$ cat src/rtl/lscpwm_pkg.sv
// Shared types and helper functions for the stacked-carrier modulator.
// Assumes five output levels, hence four carrier bands.
package lscpwm_pkg;

    localparam int NCAR  = 4;
    localparam int LVL_W = 3;
    localparam int HB_W  = 2;

    typedef logic signed [LVL_W-1:0] lvl_t;
    typedef logic signed [HB_W-1:0]  hb_t;

    // Map the number of carriers exceeded (0..4) to a level -2..+2.
    function automatic lvl_t lvl_of_count(input logic [2:0] n);
        logic signed [3:0] t;
        t = $signed({1'b0, n}) - 4'sd2;
        return t[LVL_W-1:0];
    endfunction

    // Remove the half-leg contribution (+1 or -1) from the total level.
    function automatic hb_t hb_of_split(input lvl_t l, input logic hi);
        logic signed [3:0] lx;
        logic signed [3:0] t;
        lx = {l[LVL_W-1], l};
        t  = hi ? (lx - 4'sd1) : (lx + 4'sd1);
        return t[HB_W-1:0];
    endfunction

endpackage

$ cat src/rtl/lscpwm_carrier.sv
// Shared triangular carrier counter.
// Counts 0..TOP..0 by a power-of-two step and advances only on tick.
// Assumes TOP = 2^CW, so every legal step divides TOP exactly.
// A new step size is taken only when leaving zero, which keeps each period on one grid.
module lscpwm_carrier #(
    parameter int CW     = 10,
    parameter int RATE_W = 4
) (
    input  logic              clk,
    input  logic              rst_n,
    input  logic              tick,
    input  logic [RATE_W-1:0] rate_sel,
    output logic [CW:0]       cnt_o,
    output logic              peak_o
);
    localparam logic [CW:0]       TOP     = (CW+1)'(1) << CW;
    localparam logic [RATE_W-1:0] RATE_MX = RATE_W'(CW);

    logic [CW:0]       cnt;
    logic              going_up;
    logic [RATE_W-1:0] sh_q;
    logic [RATE_W-1:0] sh_new;
    logic [CW:0]       step_cur;
    logic [CW:0]       step_new;

    // Clamp the requested rate so the step never exceeds the carrier height.
    always_comb begin
        sh_new   = (rate_sel > RATE_MX) ? RATE_MX : rate_sel;
        step_cur = (CW+1)'(1) << sh_q;
        step_new = (CW+1)'(1) << sh_new;
    end

    // Triangle counter with direction flag and period-aligned step latch.
    always_ff @(posedge clk) begin
        if (!rst_n) begin
            cnt      <= '0;
            going_up <= 1'b1;
            sh_q     <= '0;
        end else if (tick) begin
            if (cnt == TOP) begin
                cnt      <= cnt - step_cur;
                going_up <= 1'b0;
            end else if (cnt == '0) begin
                sh_q     <= sh_new;
                cnt      <= step_new;
                going_up <= 1'b1;
            end else if (going_up) begin
                cnt <= cnt + step_cur;
            end else begin
                cnt <= cnt - step_cur;
            end
        end
    end

    assign cnt_o  = cnt;
    assign peak_o = tick && (cnt == TOP);

    p_cnt_bound_r2: assert property (@(posedge clk) disable iff (!rst_n)
        cnt <= TOP);
    p_cnt_hold_r2: assert property (@(posedge clk) disable iff (!rst_n)
        !tick |=> $stable(cnt));
    p_cnt_move_r2: assert property (@(posedge clk) disable iff (!rst_n)
        tick |=> !$stable(cnt));
    p_rate_only_at_zero_r9: assert property (@(posedge clk) disable iff (!rst_n)
        !(tick && cnt == '0) |=> $stable(sh_q));

endmodule

$ cat src/rtl/lscpwm_phase.sv
// One phase: reference latch, four stacked-carrier comparators, level split.
// Assumes the carrier count is 0..2^CW and the reference spans 4 bands of 2^CW.
// All outputs are registered, one clock after the count and latched reference.
module lscpwm_phase
    import lscpwm_pkg::*;
#(
    parameter int REF_W = 12,
    parameter int CW    = REF_W - 2
) (
    input  logic                    clk,
    input  logic                    rst_n,
    input  logic signed [REF_W-1:0] ref_i,
    input  logic                    load_i,
    input  logic [CW:0]             cnt_i,
    output lvl_t                    lvl_o,
    output logic                    leg_hi_o,
    output hb_t                     hb_o
);
    logic signed [REF_W-1:0] ref_q;
    logic [REF_W-1:0]        u_ref;
    logic [NCAR-1:0]         above;
    logic [2:0]              n_above;
    lvl_t                    lvl_now;
    logic                    leg_now;

    // Latch the reference at the carrier top only.
    always_ff @(posedge clk) begin
        if (!rst_n) ref_q <= '0;
        else if (load_i) ref_q <= ref_i;
    end

    // Offset-binary form of the reference: 0 maps to the middle of the range.
    assign u_ref = {~ref_q[REF_W-1], ref_q[REF_W-2:0]};

    // One comparator per stacked carrier band.
    for (genvar k = 0; k < NCAR; k++) begin : g_band
        localparam logic [REF_W:0] OFS = (REF_W+1)'(k) << CW;
        logic [REF_W:0] car_val;
        assign car_val  = OFS + {{(REF_W-CW){1'b0}}, cnt_i};
        assign above[k] = {1'b0, u_ref} > car_val;
        if (k > 0) begin : g_thermo
            p_thermo_r4: assert property (@(posedge clk) disable iff (!rst_n)
                above[k] |-> above[k-1]);
        end
    end

    // Count carriers exceeded and derive level and half-leg polarity.
    always_comb begin
        n_above = '0;
        for (int k = 0; k < NCAR; k++) n_above = n_above + 3'(above[k]);
        lvl_now = lvl_of_count(n_above);
        leg_now = (ref_q > 0);
    end

    // Register the phase outputs.
    always_ff @(posedge clk) begin
        if (!rst_n) begin
            lvl_o    <= '0;
            leg_hi_o <= 1'b0;
            hb_o     <= 2'sd1;
        end else begin
            lvl_o    <= lvl_now;
            leg_hi_o <= leg_now;
            hb_o     <= hb_of_split(lvl_now, leg_now);
        end
    end

    p_ref_hold_r3: assert property (@(posedge clk) disable iff (!rst_n)
        !load_i |=> $stable(ref_q));
    p_lvl_range_r4: assert property (@(posedge clk) disable iff (!rst_n)
        (lvl_o >= -3'sd2) && (lvl_o <= 3'sd2));
    p_leg_at_sample_r5: assert property (@(posedge clk) disable iff (!rst_n)
        !$stable(leg_hi_o) |-> $past(load_i, 2));
    p_hb_range_r6: assert property (@(posedge clk) disable iff (!rst_n)
        hb_o != -2'sd2);

endmodule

$ cat src/rtl/lscpwm_mod.sv
// Five-level stacked-carrier modulator, top level.
// One shared carrier drives NPHASE independent phase slices.
// Assumes REF_W >= 4 and car_rate is a log2 step size, clamped to REF_W-2.
module lscpwm_mod
    import lscpwm_pkg::*;
#(
    parameter  int NPHASE = 3,
    parameter  int REF_W  = 12,
    localparam int CW     = REF_W - 2,
    localparam int RATE_W = $clog2(CW + 1)
) (
    input  logic                      clk,
    input  logic                      rst_n,
    input  logic                      car_tick,
    input  logic [RATE_W-1:0]         car_rate,
    input  logic [NPHASE*REF_W-1:0]   ref_in,
    output logic                      samp_stb,
    output logic [NPHASE-1:0]         leg_hi,
    output logic [NPHASE*LVL_W-1:0]   lvl_out,
    output logic [NPHASE*HB_W-1:0]    hb_out
);
    logic [CW:0] cnt;
    logic        peak;

    lscpwm_carrier #(.CW(CW), .RATE_W(RATE_W)) u_car (
        .clk      (clk),
        .rst_n    (rst_n),
        .tick     (car_tick),
        .rate_sel (car_rate),
        .cnt_o    (cnt),
        .peak_o   (peak)
    );

    // Pulse one cycle after each reference latch.
    always_ff @(posedge clk) begin
        if (!rst_n) samp_stb <= 1'b0;
        else        samp_stb <= peak;
    end

    for (genvar p = 0; p < NPHASE; p++) begin : g_ph
        lvl_t lvl_p;
        hb_t  hb_p;
        lscpwm_phase #(.REF_W(REF_W), .CW(CW)) u_ph (
            .clk      (clk),
            .rst_n    (rst_n),
            .ref_i    ($signed(ref_in[p*REF_W +: REF_W])),
            .load_i   (peak),
            .cnt_i    (cnt),
            .lvl_o    (lvl_p),
            .leg_hi_o (leg_hi[p]),
            .hb_o     (hb_p)
        );
        assign lvl_out[p*LVL_W +: LVL_W] = lvl_p;
        assign hb_out[p*HB_W +: HB_W]    = hb_p;
    end

    p_stb_single_r3: assert property (@(posedge clk) disable iff (!rst_n)
        samp_stb |=> !samp_stb);

endmodule

$ cat config.mk
export PLATFORM = sky130hd
export DESIGN_NAME = lscpwm_mod
export DESIGN_NICKNAME = d
export VERILOG_FILES = /design/src/rtl/lscpwm_pkg.sv /design/src/rtl/lscpwm_carrier.sv /design/src/rtl/lscpwm_phase.sv /design/src/rtl/lscpwm_mod.sv
export SDC_FILE = /design/constraint.sdc
export NUM_CORES = 1
export LEC_CHECK = 0
export BUFFER_PORTS_ARGS = -buffer_cell sky130_fd_sc_hd__buf_2
export CAP_MARGIN = 40
export CORE_ASPECT_RATIO = 1.1
export CORE_UTILIZATION = 55
export CTS_BUF_LIST = sky130_fd_sc_hd__clkbuf_4
export DETAILED_ROUTE_END_ITERATION = 7
export PLACE_DENSITY = 0.86
export SETUP_SLACK_MARGIN = 0.02
export SYNTH_ARGS = -nofsm -noshare
export SYNTH_HDL_FRONTEND = slang
export SYNTH_SLANG_ARGS = --single-unit
$ cat constraint.sdc
create_clock -name clk -period 3.4 [get_ports clk]
set_input_delay 0.51 -clock clk [delete_from_list [all_inputs] [get_ports clk]]
set_output_delay 0.51 -clock clk [all_outputs]
set_load 0.02 [all_outputs]
==> run_results.csv <==
group,metric,value,unit
synth,synthCells,675,
grt,grt_util_met3,0.06021,
synth,synthXorXnorAreaFrac,0.03044,
synth,ys_async_sr_fraction,0,
timing,hold_violations,0,
synth,synth_adder_area_share,0.1885,
synth,synth_flop_cell,"dfxtp_1",
drt,routedWlPerCell,17.77,um
power,powerDensity,1219,nW/um^2
clock_tree,cts_tree,"built",
die,die_area,9808,um^2
run_status,outcome,"finished clean",
synth,synth-simple-area-share,0.2496,
grt,grt.busiest_layer,"met2",
grt,grt.total_usage,0.3132,
clock_tree,clk_path_buf_depth,2,
power,internal_power,3.753,mW
clock_tree,ctsHoldBuffers,0,
timing,finClkSkew,0.01838,ns
power,p_clk_frac,0.085,
layout,fin_nets,855,
timing,setup_viol,0,
clock_tree,cts_sinks,71,
grt,grt_pass1_wl,24320,um
power,combinationalPowerShare,0.752,
timing,slew_violations,0,
timing,tightest_slew,0.7048,ns
layout,area_delta_synth_final,16.21,%
layout,seq_area,1430,um^2
die,die-width,94.52,um
drt,num_vias,5340,
synth,synth_commonest_cells,"nand2_1, dfxtp_1, a21oi_1, ha_1, inv_1",
timing,slew_headroom,0.5288,
clock_tree,clkTransAtPathRegs,0.13,ns
die,core_area,9009,um^2
worst_setup_path,crit_path_end_kind,"flip-flop",
worst_setup_path,cp.required,3.72,ns
synth,synth_top_family_by_area,"simple AND/OR/NAND/NOR gates",
die,initial_core_util,0.5749,
worst_hold_path,hold_path_class,"primary input to flip-flop",
synth,yosysMostFrequentCell,"nand2_1",
die,io_pins,62,
grt,grtUsageMet2,0.5160,
drt,ant_nets,0,
timing,fin_crit,3.263,ns
layout,num_antenna_cells,0,
synth,muxShareOfSynthArea,0.007973,
die,die_y,103.8,um
synth,ys_warn_count,0,
power,p_seq_frac,0.163,
synth,syn-mean-instance-area,7.672,um^2
worst_setup_path,worst_ep_arrival_time,3.58,ns
grt,antenna_found_initial,0,
synth,yosysSeqAreaShare,0.2745,
synth,synthesis.nets,793,
grt,grt_start_max_net_pins,34,
synth,synth_top_area_cell,"dfxtp_1",
place,port_buffers,61,
layout,fillerInstances,711,
worst_setup_path,critPathKind,"flip-flop to flip-flop",
clock_tree,cts-buffers-inserted,9,
timing,max_freq,0.3065,GHz
drt,first_iter_violations,427,
layout,multi_input_area,3610,um^2
clock_tree,cts_root_buf,"clkbuf_4",
drt,routed_via_density,6.238,
clock_tree,clock_latency,0.43,ns
synth,synth_edf_count,0,
synth,synth_compound_area_frac,0.1839,
synth,netlist_area,5179,um^2
power,switching_share,0.4884,
layout,drive_gt1_frac,0.1900,
timing,rsz0062_at_grt,"yes",
drt,drc_errors,0,
clock_tree,h-tree-depth,3,
flow_run,drv_cap,0,
die,floorplan.rows,36,
grt,overflow,0,
worst_setup_path,cp_max_fo,3,
power,ir_drop,0.6772,mV
drt,routed_wl,15210,um
power,p_leak,2.650,nW
power,power,7.336,mW
timing,fin_crit_sh,0.9597,
place,place.gp.congestion,0.9179,
synth,synth_cell_types,53,
grt,grt_pass1_vias,5242,
worst_setup_path,crit_path_start_kind,"flip-flop",
synth,synth_top_area_frac,0.2745,
drt,firstDrtPassIters,5,
power,p_switching,3.583,mW
synth,ys_ff_latch,71,
place,dp_hpwl,11200,um
synth,synthTopCellsByArea,"dfxtp_1, ha_1, nand2_1",
grt,grt_util_met1,0.3854,
layout,utilization,0.6681,
-- worst max-delay path, stage by stage (launching register included) --
cell and delay, ns:
dfxtp_2 0.35, inv_2 0.06, ha_4 0.23, a21o_1 0.18, a211oi_2 0.27, nor3b_2 0.34, a211oi_2 0.13, o22ai_2 0.16
nand2_2 0.10, ha_4 0.25, fa_1 0.43, inv_2 0.08, ha_4 0.20, xnor2_2 0.18, xnor2_1 0.14, nor2_1 0.05
-- timing repair --
item                                    CTS  global route
pin swaps                                 0            15
endpoints found under the setup margin    2             3
hold endpoints to repair                  0             0
buffers inserted                          0             1
resized for setup                         3            38
-- cell type report --
class	instances	share of cell area
Clock buffer	9	0.01123
Clock inverter	7	0.01580
Inverter	54	0.03410
Multi-Input combinational cell	521	0.5998
Sequential cell	71	0.2376
Tap cell	114	0.02370
Timing Repair Buffer	80	0.07775
-- state kept, by name (all words and copies together) (netlist names) --
signal              flops
u_car.going_up          1
g_ph.u_ph.leg_hi_o      3
u_car.cnt_o            11
samp_stb                1
u_car.sh_q              4
g_ph.u_ph.lvl_o         9
g_ph.u_ph.hb_o          6
g_ph.u_ph.ref_q        36
-- through the flow --
step | cells | setup slack [ns] | setup TNS, ns | hold slack (ns) | cell area [um^2]
global placement | 838 | 0.07754 | 0 | 0.4628 | 5619
CTS | 855 | 0.01571 | 0 | 0.2925 | 5821
global route | 856 | 0.004995 | 0 | 0.2814 | 6018
finish | 856 | 0.1370 | 0 | 0.3056 | 6018
detailed placement | 839 | -0.05900 | -0.08144 | 0.4716 | 5647
floorplan | 675 | 0.06944 | 0 | 0.4443 | 5179
-- worst paths after layout --
kind	start	endpoint	slack (ns)	depth (start not counted)
worst max-delay path	u_car.cnt_o[6]	g_ph[1].u_ph.hb_o[1]	0.14	15
worst min register to register	g_ph[1].u_ph.ref_q[8]	g_ph[1].u_ph.ref_q[8]	0.49	2
worst min-delay path	ref_in[14]	g_ph[1].u_ph.ref_q[2]	0.31	3
worst max register to register	u_car.cnt_o[6]	g_ph[1].u_ph.hb_o[1]	0.14	15
-- cells in the final DEF, fill, tap and decap left out, drive strengths merged, types with 4 or more instances in the layout --
cell type / Yosys / routed
a21oi: 70 / 70
dfxtp: 71 / 71
clkbuf: 17 / 9
nor3: 17 / 17
xnor2: 12 / 12
and3: 8 / 8
inv: 54 / 55
nor2b: 14 / 14
or3: 6 / 6
nand4: 7 / 7
nand2b: 10 / 10
nand3: 18 / 18
o31a: 4 / 4
o21ai: 30 / 30
o22ai: 7 / 7
a211oi: 7 / 7
nand3b: 5 / 5
nand2: 111 / 111
buf: 12 / 80
o21a: 9 / 9
ha: 70 / 70
o211ai: 4 / 4
xor2: 6 / 6
and2: 10 / 10
fa: 5 / 5
nor2: 35 / 35
a31oi: 9 / 9
a21o: 6 / 6
nor4: 11 / 11
-- layer usage --
layer / routed length (um) / vias up
met2: 7221 / 340
li1: - / 2472
met1: 5945 / 2453
met3: 1377 / 75
met4: 668 / 0
met5: 0 / -
-- cell families after synthesis --
kind of cell / Yosys count
buffers and inverters: 83
adders and majority gates: 75
AOI/OAI and AO/OA: 160
muxes: 4
xor gates and xnor gates: 18
and+or+nand+nor: 264
DFF: 71
-- power groups by stage --
stage | Sequential [mW] | Combinational [mW] | Clock (mW)
detailed placement | 1.20 | 4.62 | 0
global route | 1.21 | 5.97 | 0.671
floorplan | 1.24 | 3.49 | 0
finish | 1.20 | 5.52 | 0.624
global placement | 1.19 | 4.38 | 0
CTS | 1.18 | 4.66 | 0.623
No activity file was read; power rests on OpenSTA's default activity.
